[src/rtl/cas_mf_pkg.sv]
package cas_mf_pkg;

  // Aligner state: hunting for the zero nibble, or holding multiframe lock.
  typedef enum logic {
    MF_HUNT = 1'b0,
    MF_LOCK = 1'b1
  } mf_state_e;

endpackage

[src/rtl/cas_mf_rst_sync.sv]
// Reset asserts asynchronously and releases on the clock after two flops.
module cas_mf_rst_sync #(
  parameter int STAGES = 2
) (
  input  logic clk,
  input  logic rst_n,
  output logic rst_n_sync
);

  logic [STAGES-1:0] pipe_q;

  always_ff @(posedge clk or negedge rst_n) begin
    if (!rst_n) begin
      pipe_q <= '0;
    end else begin
      pipe_q <= {pipe_q[STAGES-2:0], 1'b1};
    end
  end

  assign rst_n_sync = pipe_q[STAGES-1];

endmodule

[src/rtl/cas_mf_frame_ctr.sv]
// Frame position counter within the multiframe, wrapping at FRAMES-1.
module cas_mf_frame_ctr #(
  parameter int FRAMES = 16
) (
  input  logic                      clk,
  input  logic                      rst_n,
  input  logic                      clr,
  input  logic                      adv,
  output logic [$clog2(FRAMES)-1:0] cnt,
  output logic                      at_last
);

  localparam int FN_W = $clog2(FRAMES);
  localparam logic [FN_W-1:0] LAST = FN_W'(FRAMES - 1);

  logic [FN_W-1:0] cnt_q;
  logic [FN_W-1:0] cnt_d;
  logic            cnt_en;

  always_comb begin
    cnt_en = clr | adv;
    cnt_d  = cnt_q;
    if (clr) begin
      cnt_d = '0;
    end else if (adv) begin
      cnt_d = (cnt_q == LAST) ? '0 : cnt_q + 1'b1;
    end
  end

  always_ff @(posedge clk or negedge rst_n) begin
    if (!rst_n) begin
      cnt_q <= '0;
    end else if (cnt_en) begin
      cnt_q <= cnt_d;
    end
  end

  assign cnt     = cnt_q;
  assign at_last = (cnt_q == LAST);

endmodule

[src/rtl/cas_mf_err_track.sv]
// Counts consecutive bad alignment words; a good word clears the count.
module cas_mf_err_track #(
  parameter int LIMIT = 2
) (
  input  logic clk,
  input  logic rst_n,
  input  logic clr,
  input  logic chk,
  input  logic bad,
  output logic last_strike
);

  localparam int EW = $clog2(LIMIT + 1);
  localparam logic [EW-1:0] LAST_OK = EW'(LIMIT - 1);

  logic [EW-1:0] err_q;
  logic [EW-1:0] err_d;
  logic          err_en;

  always_comb begin
    err_en = clr | chk;
    err_d  = err_q;
    if (clr) begin
      err_d = '0;
    end else if (chk) begin
      err_d = bad ? err_q + 1'b1 : '0;
    end
  end

  always_ff @(posedge clk or negedge rst_n) begin
    if (!rst_n) begin
      err_q <= '0;
    end else if (err_en) begin
      err_q <= err_d;
    end
  end

  assign last_strike = (err_q == LAST_OK);

endmodule

[src/rtl/cas_mf_sig_tap.sv]
// Captures the two signalling nibbles of a locked frame and flags them.
module cas_mf_sig_tap #(
  parameter int NIB_W = 4
) (
  input  logic             clk,
  input  logic             rst_n,
  input  logic             en,
  input  logic [NIB_W-1:0] hi_i,
  input  logic [NIB_W-1:0] lo_i,
  output logic [NIB_W-1:0] hi_o,
  output logic [NIB_W-1:0] lo_o,
  output logic             vld_o
);

  logic [NIB_W-1:0] hi_q;
  logic [NIB_W-1:0] lo_q;
  logic             vld_q;

  always_ff @(posedge clk or negedge rst_n) begin
    if (!rst_n) begin
      hi_q <= '0;
      lo_q <= '0;
    end else if (en) begin
      hi_q <= hi_i;
      lo_q <= lo_i;
    end
  end

  always_ff @(posedge clk or negedge rst_n) begin
    if (!rst_n) begin
      vld_q <= 1'b0;
    end else begin
      vld_q <= en;
    end
  end

  assign hi_o  = hi_q;
  assign lo_o  = lo_q;
  assign vld_o = vld_q;

endmodule

[src/rtl/cas_mf_align.sv]
module cas_mf_align
  import cas_mf_pkg::*;
#(
  parameter int FRAMES    = 16,
  parameter int NIB_W     = 4,
  parameter int ERR_LIMIT = 2,
  localparam int TS_W     = 2 * NIB_W,
  localparam int FN_W     = $clog2(FRAMES)
) (
  input  logic             clk,
  input  logic             rst_n,
  input  logic             frm_lock_i,
  input  logic             frm_stb_i,
  input  logic [TS_W-1:0]  ts16_i,
  output logic             mf_lock_o,
  output logic [FN_W-1:0]  frm_num_o,
  output logic             mf_stb_o,
  output logic             sig_vld_o,
  output logic [NIB_W-1:0] sig_hi_o,
  output logic [NIB_W-1:0] sig_lo_o
);

  logic             rst_n_s;
  mf_state_e        state_q;
  mf_state_e        state_d;
  logic             stb_q;
  logic             stb_d;
  logic [NIB_W-1:0] nib_hi;
  logic [NIB_W-1:0] nib_lo;
  logic             hit;
  logic             fstb;
  logic             at_last;
  logic             last_strike;
  logic             mf_check;
  logic             strike_out;
  logic             ctr_clr;
  logic             ctr_adv;
  logic             err_clr;
  logic             sig_en;

  cas_mf_rst_sync #(.STAGES(2)) u_rst (
    .clk       (clk),
    .rst_n     (rst_n),
    .rst_n_sync(rst_n_s)
  );

  assign nib_hi = ts16_i[TS_W-1 -: NIB_W];
  assign nib_lo = ts16_i[NIB_W-1:0];
  assign hit    = (nib_hi == '0);
  assign fstb   = frm_stb_i & frm_lock_i;

  assign mf_check   = (state_q == MF_LOCK) & fstb & at_last;
  assign strike_out = mf_check & ~hit & last_strike;

  always_comb begin
    state_d = state_q;
    unique case (state_q)
      MF_HUNT: if (fstb && hit) state_d = MF_LOCK;
      MF_LOCK: if (!frm_lock_i || strike_out) state_d = MF_HUNT;
      default: state_d = MF_HUNT;
    endcase
  end

  always_comb begin
    ctr_clr = (state_q == MF_HUNT) | (state_d == MF_HUNT);
    ctr_adv = (state_q == MF_LOCK) & fstb;
    err_clr = (state_d == MF_HUNT);
    sig_en  = (state_q == MF_LOCK) & fstb & ~at_last;
    stb_d   = ((state_q == MF_HUNT) & fstb & hit) | (mf_check & ~strike_out);
  end

  always_ff @(posedge clk or negedge rst_n_s) begin
    if (!rst_n_s) begin
      state_q <= MF_HUNT;
      stb_q   <= 1'b0;
    end else begin
      state_q <= state_d;
      stb_q   <= stb_d;
    end
  end

  cas_mf_frame_ctr #(.FRAMES(FRAMES)) u_ctr (
    .clk    (clk),
    .rst_n  (rst_n_s),
    .clr    (ctr_clr),
    .adv    (ctr_adv),
    .cnt    (frm_num_o),
    .at_last(at_last)
  );

  cas_mf_err_track #(.LIMIT(ERR_LIMIT)) u_err (
    .clk        (clk),
    .rst_n      (rst_n_s),
    .clr        (err_clr),
    .chk        (mf_check),
    .bad        (~hit),
    .last_strike(last_strike)
  );

  cas_mf_sig_tap #(.NIB_W(NIB_W)) u_sig (
    .clk  (clk),
    .rst_n(rst_n_s),
    .en   (sig_en),
    .hi_i (nib_hi),
    .lo_i (nib_lo),
    .hi_o (sig_hi_o),
    .lo_o (sig_lo_o),
    .vld_o(sig_vld_o)
  );

  assign mf_lock_o = (state_q == MF_LOCK);
  assign mf_stb_o  = stb_q;

endmodule

[config.mk]
export PLATFORM = sky130hd
export DESIGN_NAME = cas_mf_align
export DESIGN_NICKNAME = d
export VERILOG_FILES = /design/src/rtl/cas_mf_pkg.sv /design/src/rtl/cas_mf_rst_sync.sv /design/src/rtl/cas_mf_frame_ctr.sv /design/src/rtl/cas_mf_err_track.sv /design/src/rtl/cas_mf_sig_tap.sv /design/src/rtl/cas_mf_align.sv
export SDC_FILE = /design/constraint.sdc
export NUM_CORES = 1
export LEC_CHECK = 0
export ABC_CLOCK_PERIOD_IN_PS = 1400
export BUFFER_PORTS_ARGS = -buffer_cell sky130_fd_sc_hd__buf_2
export CAP_MARGIN = 40
export CORE_MARGIN = 3
export CORE_UTILIZATION = 50
export DETAILED_ROUTE_END_ITERATION = 10
export HOLD_SLACK_MARGIN = 0.02
export MAX_ROUTING_LAYER = met4
export PLACE_DENSITY = 0.79
export SYNTH_ARGS = -nofsm -noshare
export SYNTH_HDL_FRONTEND = slang
export SYNTH_SLANG_ARGS = --single-unit
[constraint.sdc]
create_clock -name clk -period 1.4 [get_ports clk]
set_clock_uncertainty 0.2 [all_clocks]
set_input_delay 0.07 -clock clk [delete_from_list [all_inputs] [get_ports clk]]
set_output_delay 0.07 -clock clk [all_outputs]
set_load 0.005 [all_outputs]
==> metrics.csv <==
stage;metric;value;unit
detailed_routing;vias per cell;5.85;
synth;cell area after synthesis;815;um2
detailed_routing;Post-DRT Antenna Nets;0;
global_routing;gr busiest metal;met2;
cells_and_area;Fill cells;46;
clocking;# H-tree levels;1;
synth;EDFF count, synth;0;
clocking;CTS tree;built;
detailed_routing;initial DRC count;48;
synth;Post-Synthesis Cells;66;
global_routing;number of global-route vias before repair;795;
worst_setup_path;delay-heaviest family, CP;simple AND/OR/NAND/NOR gates;
power;PwrDens;814;nW/um2
placement;dpl cell area;1050;um2
worst_setup_path;crit-path max cell delay;0.54;ns
power;Tot Pwr;1.08;mW
worst_setup_path;R2R setup slack;-0.30;ns
timing;max-slew violation count;0;
timing;final worst slack;-0.298;ns
power;leak pwr;0.648;nW
worst_setup_path;CP required;1.42;ns
global_routing;met3 Use GR;0.0703;
timing;min cycle time layout;1.70;ns
global_routing;met1 Usage GRT;0.322;
clocking;CTS Buf Count;3;
cells_and_area;diode count;0;
synth;Seq/Total Area, Yosys;0.584;
worst_setup_path;Critical Path Stages;4;
synth;post-synth top area cell;dfrtp_1;
placement;DP HPWL;1.30;mm
cells_and_area;layout cells sized above 1;0.492;
timing;setup TNS;-3.31;ns
clocking;worst skew pair latency;0.30;ns
global_routing;GR Layer Usage met2;0.464;
synth;post-synth top area share;0.584;
die;row count;13;
worst_setup_path;FF-to-FF path depth;4;
cells_and_area;Layout Cell Area excl Fill;1320;um2
timing;relative slew slack;0.549;
global_routing;antenna violations before repair;0;
cells_and_area;Layout Cells excl Fill;137;
placement;number of I/O port buffers;26;
cells_and_area;nets;137;
worst_setup_path;CP Buf/Inv Count;0;
timing;RSZ-0062 raised after global routing;yes;
clocking;clk buf depth;2;
die;Starting Density;0.576;
synth;ys flop type;dfrtp_1;
global_routing;largest net degree at the start of global routing;18;
timing;hold slack;0.0808;ns
cells_and_area;Area Growth Syn to Fin;62.4;%
worst_setup_path;CP Launch Type;register;
worst_setup_path;Crit Path Category;register to register;
timing;final hold vios;0;
worst_setup_path;crit path cell chain;ha_4 -> nand3_4 -> or4_1 -> a22oi_2;
run_status;failing checks;setup timing;
die;core area;1420;um2
run_status;run status;complete, but fails checks;
worst_setup_path;R2R Path End;u_err.err_q[0];
clocking;CTS Sinks;19;
placement;RePlAce Congestion;0.838;
timing;measured slew at the worst slew-check pin;0.676;ns
worst_setup_path;Critical Path Fanout Max;4;
worst_setup_path;Critical R2R Launch;u_ctr.cnt[0];
synth;Yosys reg bits;19;
synth;Mapped Avg Cell Area;12.3;um2
detailed_routing;Detailed Route WL;2.74;mm
die;DIE AREA;2150;um2
detailed_routing;WL/cell;20.0;um
worst_setup_path;endpoint type of the worst setup path;register;
synth;Post-synth ARST share;1.00;
synth;Synth cell types;29;
synth;top post-synthesis cells by area;dfrtp_1 (58%), mux2_2 (11%), ha_1 (3.1%), nand3_1 (1.8%), o21ai_0 (1.8%);
die;I/O pins;27;
synth;synthesized net count;80;
min_path;HP Class;register to asynchronous set/reset pin;
global_routing;Tot GR Track Use;0.285;
global_routing;first-pass GRT wire length;4.00;mm
synth;Synth warnings;0;
clocking;clock transition at the registers of the reported paths;0.11;ns
cells_and_area;most frequent cells in the layout;buf_2 (26), dfrtp_1 (19), dlygate4sd3_1 (13), buf_4 (13), mux2_4 (8);
clocking;CTS root buf;clkbuf_4;
run;Max Cap Viol;0;
global_routing;Remaining Overflow, GRT;0;
detailed_routing;vias after detailed routing;801;
worst_setup_path;Worst Path Arrival;1.71;ns
placement;dpl cells;117;
die;Die X;46.4;um
power;maximum VDD drop;0.686;mV
timing;Final Cycle Share;1.21;
timing;final setup vio count;15;
placement;setup slack at placement;-0.260;ns
cells_and_area;commonest non-fill, non-tap cell in the layout;buf_2;
detailed_routing;DRC errors left;0;
die;Die H;46.4;um
timing;f_max;589;MHz
cells_and_area;Post-Route Utilization;0.935;
detailed_routing;Pre-Repair DR Iteration Count;4;
worst_setup_path;CP max-delay cell;or4_1;
[routing by layer]
metal | routed length [um] | vias up
met5 | 0 | -
met4 | 87 | 0
met3 | 179 | 15
met2 | 1430 | 50
met1 | 1040 | 384
li1 | - | 352
[report_power, final]
group / internal (mW) / total, mW / leakage, nW / switching (mW)
Clock: 0.111 / 0.282 / 0.0150 / 0.171
Sequential: 0.588 / 0.617 / 0.255 / 0.0291
Combinational: 0.116 / 0.178 / 0.377 / 0.0620
[worst register-to-register path, delay by kind of cell (launching register included)]
family / cells / cell delay, ns
compound gates: 1 / 0.20
flops: 1 / 0.42
simple gates: 2 / 0.63
fa+ha+maj: 1 / 0.18
[kinds of logic (layout without fill, tap and decap cells)]
logic type / after synthesis / after routing / share of synthesized area
XOR/XNOR: 1 / 1 / 0.0108
AO/OA/AOI/OAI: 10 / 10 / 0.0783
multiplexers: 9 / 9 / 0.123
flip-flops: 19 / 19 / 0.584
other: 1 / 1 / 0.00460
buffers and inverters: 4 / 60 / 0.0246
AND/OR/NAND/NOR: 20 / 20 / 0.144
adder cells (fa/ha/maj): 2 / 2 / 0.0307
[cells in the mapped netlist (2+ instances only)]
| library cell | instances |
|---|---|
| a22oi_1 | 2 |
| dfrtp_1 | 19 |
| ha_1 | 2 |
| inv_1 | 2 |
| mux2_2 | 8 |
| nand2_1 | 3 |
| nand3_1 | 3 |
| nand4_1 | 2 |
| nor2_1 | 2 |
| o21ai_0 | 3 |
| or4_1 | 2 |
[sequential cells by signal, indices dropped and copies added (netlist names)]
signal	cells
u_sig.lo_o	4
u_err.err_q	2
u_rst.pipe_q	2
mf_stb_o	1
u_sig.hi_o	4
u_sig.vld_o	1
mf_lock_o	1
u_ctr.cnt	4
[final cells by class]
class | count | area, um2 | area share
Clock buffer | 4 | 26.3 | 0.0199
Sequential cell | 19 | 475 | 0.360
Tap cell | 15 | 18.8 | 0.0142
Inverter | 2 | 7.51 | 0.00568
Multi-Input combinational cell | 43 | 414 | 0.313
Timing Repair Buffer | 54 | 380 | 0.288
[worst max-delay path by stage]
stage	startpoint	to	slack, ns
floorplan	u_ctr.cnt[1]	u_sig.hi_o[0]	-0.25
global placement	u_ctr.cnt[1]	u_sig.hi_o[0]	-0.22
detailed placement	u_ctr.cnt[1]	u_sig.hi_o[3]	-0.26
CTS	u_ctr.cnt[0]	u_sig.hi_o[3]	-0.24
global route	u_ctr.cnt[0]	u_err.err_q[0]	-0.34
finish	u_ctr.cnt[0]	u_err.err_q[0]	-0.30
[timing repair]
item / 4_1_cts / 5_1_grt
setup buffers: 0 / 2
endpoints found under the hold margin: 15 / 0
endpoints found under the setup margin: 14 / 16
gates cloned: 1 / 0
pin swaps: 3 / 1
hold buffers: 13 / 0
gates resized for setup: 18 / 5
Power figures use the tool's default switching activity.
